==> config.mk <==
export PLATFORM = sky130hd
export DESIGN_NAME = wonce_coh_ctrl
export DESIGN_NICKNAME = d
export VERILOG_FILES = /design/src/rtl/coh_pkg.sv /design/src/rtl/coh_next.sv /design/src/rtl/coh_state_ram.sv /design/src/rtl/wonce_coh_ctrl.sv
export SDC_FILE = /design/constraint.sdc
export NUM_CORES = 1
export LEC_CHECK = 0
export CAP_MARGIN = 20
export CORE_MARGIN = 5
export CORE_UTILIZATION = 30
export DETAILED_ROUTE_END_ITERATION = 8
export HOLD_SLACK_MARGIN = 0.12
export PLACE_DENSITY = 0.48
export SYNTH_ARGS = -nofsm -noshare
export SYNTH_HDL_FRONTEND = slang
export SYNTH_SLANG_ARGS = --single-unit
==> constraint.sdc <==
create_clock -name clk -period 5.4 [get_ports clk]
set_input_delay 0.54 -clock clk [delete_from_list [all_inputs] [get_ports clk]]
set_output_delay 0.54 -clock clk [all_outputs]
set_load 0.02 [all_outputs]
==> src/rtl/coh_pkg.sv <==
package coh_pkg;
  typedef enum logic [1:0] {
    ST_INV = 2'd0,
    ST_VAL = 2'd1,
    ST_RSV = 2'd2,
    ST_DRT = 2'd3
  } line_st_t;

  typedef enum logic [1:0] {
    LOP_RD  = 2'd0,
    LOP_WR  = 2'd1,
    LOP_RPL = 2'd2,
    LOP_NOP = 2'd3
  } lop_t;

  typedef enum logic [1:0] {
    SNP_NONE = 2'd0,
    SNP_BRD  = 2'd1,
    SNP_RDI  = 2'd2,
    SNP_WRI  = 2'd3
  } snp_t;

  typedef enum logic [1:0] {
    BC_FETCH = 2'd0,
    BC_RDINV = 2'd1,
    BC_WTHRU = 2'd2,
    BC_WBACK = 2'd3
  } bcmd_t;
endpackage

==> src/rtl/coh_next.sv <==
module coh_next
  import coh_pkg::*;
(
  input  logic       is_snp,
  input  logic [1:0] lop,
  input  logic [1:0] scmd,
  input  logic [1:0] cur,
  output logic       need_bus,
  output logic [1:0] cmd,
  output logic [1:0] nxt
);
  line_st_t cs;
  assign cs = line_st_t'(cur);

  always_comb begin
    need_bus = 1'b0;
    cmd      = BC_FETCH;
    nxt      = cur;
    if (is_snp) begin
      unique case (snp_t'(scmd))
        SNP_BRD: begin
          if (cs == ST_DRT) begin
            need_bus = 1'b1;
            cmd      = BC_WBACK;
            nxt      = ST_VAL;
          end else if (cs != ST_INV) begin
            nxt = ST_VAL;
          end
        end
        SNP_RDI: begin
          if (cs == ST_DRT) begin
            need_bus = 1'b1;
            cmd      = BC_WBACK;
          end
          nxt = ST_INV;
        end
        SNP_WRI: nxt = ST_INV;
        default: nxt = cur;
      endcase
    end else begin
      unique case (lop_t'(lop))
        LOP_RD: begin
          if (cs == ST_INV) begin
            need_bus = 1'b1;
            cmd      = BC_FETCH;
            nxt      = ST_VAL;
          end
        end
        LOP_WR: begin
          unique case (cs)
            ST_INV: begin
              need_bus = 1'b1;
              cmd      = BC_RDINV;
              nxt      = ST_DRT;
            end
            ST_VAL: begin
              need_bus = 1'b1;
              cmd      = BC_WTHRU;
              nxt      = ST_RSV;
            end
            default: nxt = ST_DRT;
          endcase
        end
        LOP_RPL: begin
          if (cs == ST_DRT) begin
            need_bus = 1'b1;
            cmd      = BC_WBACK;
          end
          nxt = ST_INV;
        end
        default: nxt = cur;
      endcase
    end
  end
endmodule

==> src/rtl/coh_state_ram.sv <==
module coh_state_ram #(
  parameter int LINES = 16,
  parameter int IDX_W = 4,
  parameter int ST_W  = 2
) (
  input  logic             clk,
  input  logic             rst,
  input  logic             we,
  input  logic [IDX_W-1:0] widx,
  input  logic [ST_W-1:0]  wdata,
  input  logic [IDX_W-1:0] ridx,
  output logic [ST_W-1:0]  rdata,
  input  logic [IDX_W-1:0] lidx,
  output logic [ST_W-1:0]  ldata
);
  logic [ST_W-1:0] mem [LINES];

  always_ff @(posedge clk) begin
    if (rst) begin
      for (int i = 0; i < LINES; i++) mem[i] <= '0;
    end else if (we) begin
      mem[widx] <= wdata;
    end
  end

  always_ff @(posedge clk) begin
    if (rst) ldata <= '0;
    else     ldata <= mem[lidx];
  end

  assign rdata = mem[ridx];
endmodule

==> src/rtl/wonce_coh_ctrl.sv <==
module wonce_coh_ctrl
  import coh_pkg::*;
#(
  parameter int LINES = 16,
  localparam int IDX_W = (LINES > 1) ? $clog2(LINES) : 1
) (
  input  logic             clk,
  input  logic             rst,
  input  logic             lreq_valid,
  input  logic [1:0]       lreq_op,
  input  logic [IDX_W-1:0] lreq_idx,
  input  logic             snp_valid,
  input  logic [1:0]       snp_cmd,
  input  logic [IDX_W-1:0] snp_idx,
  output logic             bus_req,
  output logic [1:0]       bus_cmd,
  output logic [IDX_W-1:0] bus_idx,
  input  logic             bus_ack,
  output logic             busy,
  output logic             op_done,
  input  logic [IDX_W-1:0] look_idx,
  output logic [1:0]       look_state
);
  logic             take;
  logic             sel_snp;
  logic [IDX_W-1:0] sel_idx;
  logic [1:0]       cur_st;
  logic             need_bus;
  logic [1:0]       dec_cmd;
  logic [1:0]       dec_nxt;
  logic [1:0]       pend_nxt;
  logic             we;
  logic [IDX_W-1:0] widx;
  logic [1:0]       wdata;

  // Snoops take precedence; nothing is taken while a bus action is open.
  assign sel_snp = snp_valid;
  assign take    = !busy && (snp_valid || lreq_valid);
  assign sel_idx = sel_snp ? snp_idx : lreq_idx;

  coh_state_ram #(.LINES(LINES), .IDX_W(IDX_W), .ST_W(2)) u_ram (
    .clk   (clk),
    .rst   (rst),
    .we    (we),
    .widx  (widx),
    .wdata (wdata),
    .ridx  (sel_idx),
    .rdata (cur_st),
    .lidx  (look_idx),
    .ldata (look_state)
  );

  coh_next u_next (
    .is_snp   (sel_snp),
    .lop      (lreq_op),
    .scmd     (snp_cmd),
    .cur      (cur_st),
    .need_bus (need_bus),
    .cmd      (dec_cmd),
    .nxt      (dec_nxt)
  );

  always_comb begin
    we    = 1'b0;
    widx  = sel_idx;
    wdata = dec_nxt;
    if (busy) begin
      we    = bus_ack;
      widx  = bus_idx;
      wdata = pend_nxt;
    end else if (take && !need_bus) begin
      we = 1'b1;
    end
  end

  always_ff @(posedge clk) begin
    if (rst) begin
      busy     <= 1'b0;
      bus_req  <= 1'b0;
      bus_cmd  <= BC_FETCH;
      bus_idx  <= '0;
      op_done  <= 1'b0;
      pend_nxt <= ST_INV;
    end else begin
      op_done <= 1'b0;
      if (busy) begin
        if (bus_ack) begin
          busy    <= 1'b0;
          bus_req <= 1'b0;
          op_done <= 1'b1;
        end
      end else if (take) begin
        if (need_bus) begin
          busy     <= 1'b1;
          bus_req  <= 1'b1;
          bus_cmd  <= dec_cmd;
          bus_idx  <= sel_idx;
          pend_nxt <= dec_nxt;
        end else begin
          op_done <= 1'b1;
        end
      end
    end
  end
endmodule

==> flow_summary.yaml, run 1 <==
status:
  run_status: "completed"
global_route:
  antenna_found_initial: 0
  grt_overflow: 0
  grt_first_pass_wirelength_um: 12400
  grt_max_degree: 32
  grt_pass1_vias: 2191
  grt_usage: 0.141
power_and_ir_drop:
  power.net_switching_w: 0.000268
  powerDensity_mw_per_mm2: 243
  leakagePower_nw: 1.14
  clkPwrFrac: 0.261
  combPwrFrac: 0.256
  finalPower_w: 0.000842
  power.internal_w: 0.000575
  irDropWorstVdd_mv: 0.110
  power_switching_share: 0.318
  seq_power_share: 0.484
placed_design:
  globalplace.congestion: 0.836
  hpwl_um: 6150
  io_buffers: 31
  pre_cts_ws_ps: 1250
  placed_cell_area_mm2: 0.00337
final_layout:
  fillers: 1006
  seq_area_mm2: 0.00122
  syn_to_final_growth_pct: 16.1
  final_util: 0.356
  final_net_count: 312
  multi_input_area_mm2: 0.00160
  diodes: 0
  drive_above_1_share: 0.192
  final_cell_area_mm2: 0.00346
critical_path:
  crit_arrival_ps: 3790
  worstPathMaxFanout: 19
  crit_type: "primary input to register"
  start_kind: "primary input"
  crit_path_end_kind: "register"
  crit_required_ps: 5400
flow_run:
  max-cap-violations: 0
cts:
  cts-hold-fix-buffers: 0
  cts_resized: 0
  htreeDepth: 2
  numCtsBuffers: 5
  cts_buffer_depth: 2
  clk_latency_ps: 300
  post-cts-setup-buffer-count: 0
  root_buffer: "clkbuf_8"
  cts_tree: "yes"
  clkTransAtPathRegs_ps: 100
  cts_num_sinks: 45
sta:
  rsz0062_at_grt: "false"
  drv_slew: 0
  relSlewSlack: 0.333
  fin_ws_ps: 1610
  setup_tns_ps: 0
  clock_skew_ps: 9.84
  period_share: 0.702
  worst_slew_pin_slew_ps: 1000
  period_minus_slack_ps: 3790
  final-hold-violation-count: 0
  fmax_mhz: 264
  finalSetupViolations: 0
synthesis:
  synth_area_leaders: "edfxtp_1 32%, mux4_2 14%, dfxtp_1 8.7%"
  ys_ff_latch: 45
  synth_area_leader_cell: "edfxtp_1"
  synth-edff-count: 32
  yosysSeqAreaShare: 0.409
  synthCells: 262
  synth.top_cell.area_share: 0.322
  dominantRegCellSynth: "edfxtp_1"
  yosys.cell_types.count: 54
  syn_avg_cell_area_um2: 11.4
  synth_fp_nets: 289
  synth_async_sr_flop_share: 0
  yosysWarnings: 0
  syn-cell-area_mm2: 0.00299
route:
  drt_iter0_drc: 103
  drt.antenna.violating_nets: 0
  first_pass_iters: 4
  wire_per_inst_um: 19.0
  vias: 2233
  drt-total-wl_um: 7960
  viasPerCell: 5.33
  drc: 0
die:
  ios: 32
  die_area_mm2: 0.0120
  die_w_um: 110
  core_area_mm2: 0.00973
  row_count: 36
  die-height_um: 110
  initial_core_util: 0.307
min_path:
  hold_path_class: "register to register"
-- synth_stat cells, types with 2 or more instances --
master	count
nand2_1	19
a21o_1	4
edfxtp_1	32
o21ai_0	4
a211o_1	2
inv_1	13
o32ai_1	2
mux4_2	18
nand3_1	7
nor2b_1	3
mux2_2	3
a211oi_1	3
o22ai_1	2
nor2_1	29
o21bai_4	2
nand2b_1	3
buf_6	5
nor4_2	10
nor3b_1	2
nor3_1	5
ha_1	6
a21oi_1	6
dfxtp_1	13
mux2i_1	7
buf_2	4
clkbuf_1	7
a31oi_1	3
nor4_1	3
o21bai_1	19
o211ai_2	2
-- worst paths after layout --
| check | cells after the start | to | slack [ps] | start |
|---|---|---|---|---|
| worst max-delay path | 8 | u_ram.mem[10][0] | 1610 | snp_valid |
| worst min-delay path | 2 | bus_req | 500 | bus_req |
| worst max register to register | 5 | u_ram.mem[10][0] | 2660 | busy |
| worst min register to register | 2 | bus_req | 500 | bus_req |
-- through the flow --
stage / instances / hold slack (ps)
2_1_floorplan: 262 / 460
3_3_place_gp: 411 / 477
3_5_place_dp: 411 / 491
4_1_cts: 419 / 514
5_1_grt: 419 / 539
6_report: 419 / 503
-- layout by cell type (no fill, tap or decap), types with 2 or more instances in the layout --
cell type	instances
a211o_1	2
nor3_1	5
mux2i_1	7
o22ai_1	2
mux2_2	3
nand3_1	7
nor4_1	3
inv_1	13
o21ai_0	4
o32ai_1	2
nor3b_1	2
nor2_1	29
buf_4	3
nor4_2	10
edfxtp_1	32
clkbuf_8	5
nand2_1	19
mux4_2	18
dfxtp_1	13
clkdlybuf4s50_1	31
ha_1	6
o21bai_1	19
a21oi_1	6
a21o_1	4
o211ai_2	2
nand2b_1	3
a211oi_1	3
o21bai_4	2
nor2b_1	3
a31oi_1	3
-- cell families (layout without fill, tap and decap cells) --
logic type / Yosys count / after routing / synth area share
adders and majority gates: 6 / 6 / 0.0251
DFF: 45 / 45 / 0.409
muxes: 29 / 29 / 0.176
and+or+nand+nor: 92 / 92 / 0.179
AOI/OAI and AO/OA: 59 / 59 / 0.156
buffers and inverters: 31 / 55 / 0.0545
-- per-layer routing --
metal / track usage / up-vias / routed length (um)
li1: - / 1053 / -
met1: 0.192 / 1103 / 3600
met2: 0.221 / 68 / 3680
met3: 0.0276 / 9 / 532
met4: 0.0490 / 0 / 144
met5: 0 / - / 0
-- registers in the layout, indices dropped and copies added, names as in the netlist --
| signal | flops |
|---|---|
| u_ram.ldata | 2 |
| bus_cmd | 2 |
| bus_idx | 4 |
| bus_req | 1 |
| op_done | 1 |
| u_ram.mem | 32 |
| busy | 1 |
| pend_nxt | 2 |
-- worst max-delay path: stages --
cell	delay, ps
clkdlybuf4s50_1	910
mux2_4	420
mux4_2	530
nand2_1	120
nand4_4	220
a31o_1	310
a211o_1	430
o21bai_1	290
-- power by group through the flow --
stage	Clock (W)	Sequential, W	Combinational, W
after global routing	0.000239	0.000409	0.000236
after global placement	0	0.000415	0.000216
final	0.000220	0.000407	0.000215
after floorplan	0	0.000410	0.000156
after detailed placement	0	0.000415	0.000216
after CTS	0.000226	0.000407	0.000217
-- cell type report --
type | count | share of cell area
clock buffers | 5 | 0.0199
clock inverters | 3 | 0.00722
inverters | 13 | 0.0141
multi-input cells | 186 | 0.462
flip-flops and latches | 45 | 0.352
well taps | 133 | 0.0480
repair buffers | 34 | 0.0961
No activity file was read; power rests on OpenSTA's default activity.
==> run 2: changes to the inputs <==
--- a/config.mk
+++ b/config.mk
@@ -10,7 +10,7 @@
 export CORE_UTILIZATION = 30
 export DETAILED_ROUTE_END_ITERATION = 8
 export HOLD_SLACK_MARGIN = 0.12
-export PLACE_DENSITY = 0.48
+export PLACE_DENSITY = 0.49
 export SYNTH_ARGS = -nofsm -noshare
 export SYNTH_HDL_FRONTEND = slang
 export SYNTH_SLANG_ARGS = --single-unit
==> constraint.sdc (replaced) <==
create_clock -name clk -period 3.4 [get_ports clk]
set_input_delay 0.34 -clock clk [delete_from_list [all_inputs] [get_ports clk]]
set_output_delay 0.34 -clock clk [all_outputs]
set_load 0.02 [all_outputs]
==> run 2 against run 1 <==
  * Power increased by 65%
  * Non-clock buffer count increased by 11
  * Highest routed layer unchanged
  * Largest cell class unchanged
  * Critical path depth unchanged
==> flow_summary.yaml, run 2 (synthesis gave the netlist of run 1 again) <==
status:
  run_status: "completed"
sta:
  fmax_mhz: 330
  clock_skew_ps: 13.9
  finalSetupViolations: 0
  period_share: 0.891
  drv_slew: 0
  fin_ws_ps: 370
  period_minus_slack_ps: 3030
  setup_tns_ps: 0
  worst_slew_pin_slew_ps: 664
  final-hold-violation-count: 0
  relSlewSlack: 0.552
  rsz0062_at_grt: "false"
die:
  row_count: 36
  core_area_mm2: 0.00973
  die_area_mm2: 0.0120
  die-height_um: 110
  die_w_um: 110
  initial_core_util: 0.307
  ios: 32
critical_path:
  r2r_start: "u_ram.mem[7][0]"
  endpoint: "u_ram.mem[13][1]"
  rr_worst_depth: 6
  r2r_end: "u_ram.mem[13][1]"
  worstPathMaxFanout: 13
  crit_arrival_ps: 3020
  startpoint: "snp_valid"
  crit_path_end_kind: "register"
  r2r_setup_slack_ps: 850
  crit_type: "primary input to register"
  start_kind: "primary input"
  crit_required_ps: 3390
cts:
  cts_resized: 0
  numCtsBuffers: 5
  root_buffer: "clkbuf_8"
  cts-hold-fix-buffers: 0
  cts_buffer_depth: 2
  clk_latency_ps: 310
  post-cts-setup-buffer-count: 0
  cts_tree: "yes"
  htreeDepth: 2
  cts_num_sinks: 45
  clkTransAtPathRegs_ps: 90
final_layout:
  drive_above_1_share: 0.222
  layout_common_cells: "32 x edfxtp_1, 31 x clkdlybuf4s50_1, 29 x nor2_1"
  largest_reg_flops: 32
  seq_area_mm2: 0.00122
  largest-register: "u_ram.mem"
  syn_to_final_growth_pct: 19.3
  reg_top3: "u_ram.mem: 32 flops, bus_idx: 4 flops"
  final_common_cell: "edfxtp_1"
  fillers: 997
  multi_input_area_mm2: 0.00160
  final_net_count: 323
  diodes: 0
placed_design:
  io_buffers: 31
  hpwl_um: 6330
  globalplace.congestion: 0.863
  pre_cts_ws_ps: 35.5
global_route:
  grt_pass1_vias: 2270
  antenna_found_initial: 0
  grt_usage: 0.145
  grt_max_degree: 31
  grt_overflow: 0
  grt_first_pass_wirelength_um: 13000
route:
  drc: 0
  drt.antenna.violating_nets: 0
  drt_iter0_drc: 148
  drt-total-wl_um: 8260
  vias: 2288
  wire_per_inst_um: 19.2
  viasPerCell: 5.32
  first_pass_iters: 4
power_and_ir_drop:
  irDropWorstVdd_mv: 0.183
  powerDensity_mw_per_mm2: 390
  finalPower_w: 0.00139
  leakagePower_nw: 1.20
min_path:
  hold_path_class: "register to register"
flow_run:
  max-cap-violations: 0
==> run 2: cell types whose count changed in the layout (fill, tap and decap cells not counted) <==
cell,delta
clkinv_4,-1
buf_12,+1
clkinvlp_4,-1
inv_6,+2
buf_4,+10
==> run 2: worst max-delay path: stages <==
cell	delay, ps
clkdlybuf4s50_1	530
mux2_4	420
mux4_2	450
nand2_1	100
nand4_1	210
a31o_1	270
a211o_1	420
o21bai_1	300
==> run 2: metal layers <==
metal	share of wire	routed length, um	vias to the layer above	GRT usage
met2	0.48	3990	74	0.241
li1	-	-	1068	-
met4	0.0068	56	0	0.0294
met3	0.055	456	4	0.0270
met1	0.45	3760	1142	0.196
met5	0	0	-	0
==> run 2: stage by stage <==
| stage | hold WS (ps) | utilization | instance area, um^2 | instances |
|---|---|---|---|---|
| finish | 502 | 0.366 | 3560 | 430 |
| global route | 531 | 0.366 | 3560 | 430 |
| CTS | 509 | 0.366 | 3560 | 430 |
| detailed placement | 485 | 0.356 | 3470 | 422 |
| global placement | 472 | 0.356 | 3470 | 422 |
| floorplan | 460 | - | 2990 | 262 |
==> run 2: report_power, final <==
group	internal [W]	leakage (nW)	total, W	switching [W]
Clock	0.000153	0.0495	0.000369	0.000216
Sequential	0.000618	0.438	0.000640	0.0000219
Combinational	0.000165	0.710	0.000378	0.000213
==> run 2: how the worst min path moves through the flow <==
| stage | start | to | slack, ps | cells after the start |
|---|---|---|---|---|
| 2_1_floorplan | pend_nxt[1] | pend_nxt[1] | 460 | 2 |
| 3_3_place_gp | bus_req | bus_req | 470 | 2 |
| 3_5_place_dp | bus_req | bus_req | 490 | 2 |
| 4_1_cts | bus_req | bus_req | 510 | 2 |
| 5_1_grt | pend_nxt[1] | pend_nxt[1] | 530 | 2 |
| 6_report | bus_req | bus_req | 500 | 2 |
==> run 2: layout make-up <==
cell class,count,area share
Clock buffer,5,0.0193
Clock inverter,3,0.00738
Inverter,13,0.0137
Multi-Input combinational cell,186,0.450
Sequential cell,45,0.343
Tap cell,133,0.0467
Timing Repair Buffer,45,0.120
==> run 3: changes to the inputs <==
--- a/config.mk
+++ b/config.mk
@@ -9,6 +9,7 @@
 export CORE_MARGIN = 5
 export CORE_UTILIZATION = 30
 export DETAILED_ROUTE_END_ITERATION = 8
+export GPL_TIMING_DRIVEN = 0
 export HOLD_SLACK_MARGIN = 0.12
 export PLACE_DENSITY = 0.49
 export SYNTH_ARGS = -nofsm -noshare
==> run 3 against run 2 <==
  * Final cell count increased by 0.23%
  * Register-to-register slack got worse by 190 ps
  * Sequential power is 1% lower
  * Power fell by 2.1%
  * Largest cell class unchanged
==> flow_summary.yaml, run 3 (synthesis gave the netlist of run 1 again) <==
power_and_ir_drop:
  finalPower_w: 0.00136
  combPwrFrac: 0.280
  power_switching_share: 0.321
  leakagePower_nw: 1.17
  power.internal_w: 0.000922
  powerDensity_mw_per_mm2: 382
  irDropWorstVdd_mv: 0.146
  clkPwrFrac: 0.253
  power.net_switching_w: 0.000435
  seq_power_share: 0.467
final_layout:
  syn_to_final_growth_pct: 18.9
  final_net_count: 324
  diodes: 0
  final_common_cell: "edfxtp_1"
  layout_common_cells: "32 x edfxtp_1, 29 x nor2_1, 28 x clkdlybuf4s50_1"
  fillers: 998
  multi_input_area_mm2: 0.00163
  drive_above_1_share: 0.211
  largest_reg_flops: 32
  reg_top3: "u_ram.mem: 32 flops, bus_idx: 4 flops"
  seq_area_mm2: 0.00122
  largest-register: "u_ram.mem"
die:
  die_w_um: 110
  row_count: 36
  initial_core_util: 0.307
  die-height_um: 110
  core_area_mm2: 0.00973
  die_area_mm2: 0.0120
  ios: 32
sta:
  final-hold-violation-count: 0
  relSlewSlack: 0.514
  fin_ws_ps: 147
  setup_tns_ps: 0
  fmax_mhz: 307
  rsz0062_at_grt: "false"
  worst_slew_pin_slew_ps: 729
  drv_slew: 0
  clock_skew_ps: 8.90
  hold_ws_ps: 451
  period_share: 0.957
  finalSetupViolations: 0
  period_minus_slack_ps: 3250
cts:
  post-cts-setup-buffer-count: 0
  cts_tree: "yes"
  root_buffer: "clkbuf_8"
  cts_buffer_depth: 2
  htreeDepth: 2
  clk_latency_ps: 300
  clkTransAtPathRegs_ps: 80
  cts_num_sinks: 45
  numCtsBuffers: 5
critical_path:
  rr_worst_depth: 8
  worstPathMaxFanout: 10
  crit_type: "primary input to register"
  crit_path_end_kind: "register"
  crit_required_ps: 3440
  crit_arrival_ps: 3290
  start_kind: "primary input"
  r2r_setup_slack_ps: 660
  r2r_start: "u_ram.mem[11][1]"
  r2r_end: "u_ram.mem[3][1]"
global_route:
  grt_max_degree: 16
  antenna_found_initial: 0
  grt_pass1_vias: 2221
  grt_overflow: 0
  grt_usage: 0.138
  grt_first_pass_wirelength_um: 12500
placed_design:
  globalplace.congestion: 0.776
  io_buffers: 28
  hpwl_um: 6040
  pre_cts_ws_ps: -269
route:
  wire_per_inst_um: 18.5
  drt_iter0_drc: 130
  first_pass_iters: 4
  drt.antenna.violating_nets: 0
  drc: 0
  vias: 2258
  viasPerCell: 5.24
  drt-total-wl_um: 7950
min_path:
  min_to: "bus_idx[2]"
  min-delay-start: "snp_valid"
  hold_path_class: "primary input to register"
  hold-path-cell-count: 3
flow_run:
  max-cap-violations: 0
status:
  run_status: "completed"
## run 3: cell types whose count changed in the layout (fill, tap and decap cells not counted), sizes merged
cell | before | now
clkinv | 0 | 3
clkbuf | 5 | 12
inv | 16 | 13
clkdlybuf4s50 | 31 | 28
buf | 14 | 11
## run 3: worst max-delay path by stage
stage,start,to,depth (start not counted)
6_report,snp_idx[0],u_ram.mem[3][1],11
5_1_grt,snp_idx[0],u_ram.mem[5][0],12
4_1_cts,snp_idx[0],u_ram.mem[0][0],11
3_5_place_dp,snp_idx[0],u_ram.mem[0][0],11
3_3_place_gp,lreq_idx[0],u_ram.mem[4][1],11
2_1_floorplan,snp_valid,u_ram.mem[0][0],12
## run 3: metal layers
layer / vias to the layer above / GRT usage / routed length, um
li1: 1075 / - / -
met1: 1125 / 0.188 / 3760
met2: 49 / 0.227 / 3780
met3: 9 / 0.0217 / 277
met4: 0 / 0.0410 / 137
met5: - / 0 / 0
## run 3: final cells by class
type                            instances  share of cell area
Clock inverter                          3             0.00634
Multi-Input combinational cell        186               0.459
Timing Repair Buffer                   28              0.0789
Tap cell                              133              0.0469
Buffer                                 18              0.0321
Clock buffer                            5              0.0194
Inverter                               13              0.0137
Sequential cell                        45               0.344
## run 3: critical path, stage by stage
cell             delay (ps)
clkdlybuf4s50_1         460
mux2_4                  200
buf_6                   180
mux4_2                  550
nand2_1                 130
nand4_4                 160
buf_6                   180
nand3b_1                250
o211ai_4                420
o21bai_1                320
nor2_1                   90
## run 3: repair_timing
| item | CTS | global route |
|---|---|---|
| setup endpoints to repair | 0 | 18 |
| resized for setup | 0 | 4 |
| hold buffers | 0 | 0 |
## run 3: metrics by stage
step | instances | util | area [um^2]
final | 431 | 0.365 | 3550
after floorplan | 262 | - | 2990
after global placement | 423 | 0.353 | 3430
after global routing | 431 | 0.365 | 3550
after CTS | 431 | 0.362 | 3520
after detailed placement | 423 | 0.353 | 3430
## run 3: power groups by stage
stage / clock (W) / sequential (W) / combinational [W]
finish: 0.000343 / 0.000633 / 0.000381
global route: 0.000371 / 0.000638 / 0.000409
CTS: 0.000355 / 0.000634 / 0.000373
detailed placement: 0 / 0.000646 / 0.000371
global placement: 0 / 0.000646 / 0.000372
floorplan: 0 / 0.000651 / 0.000248
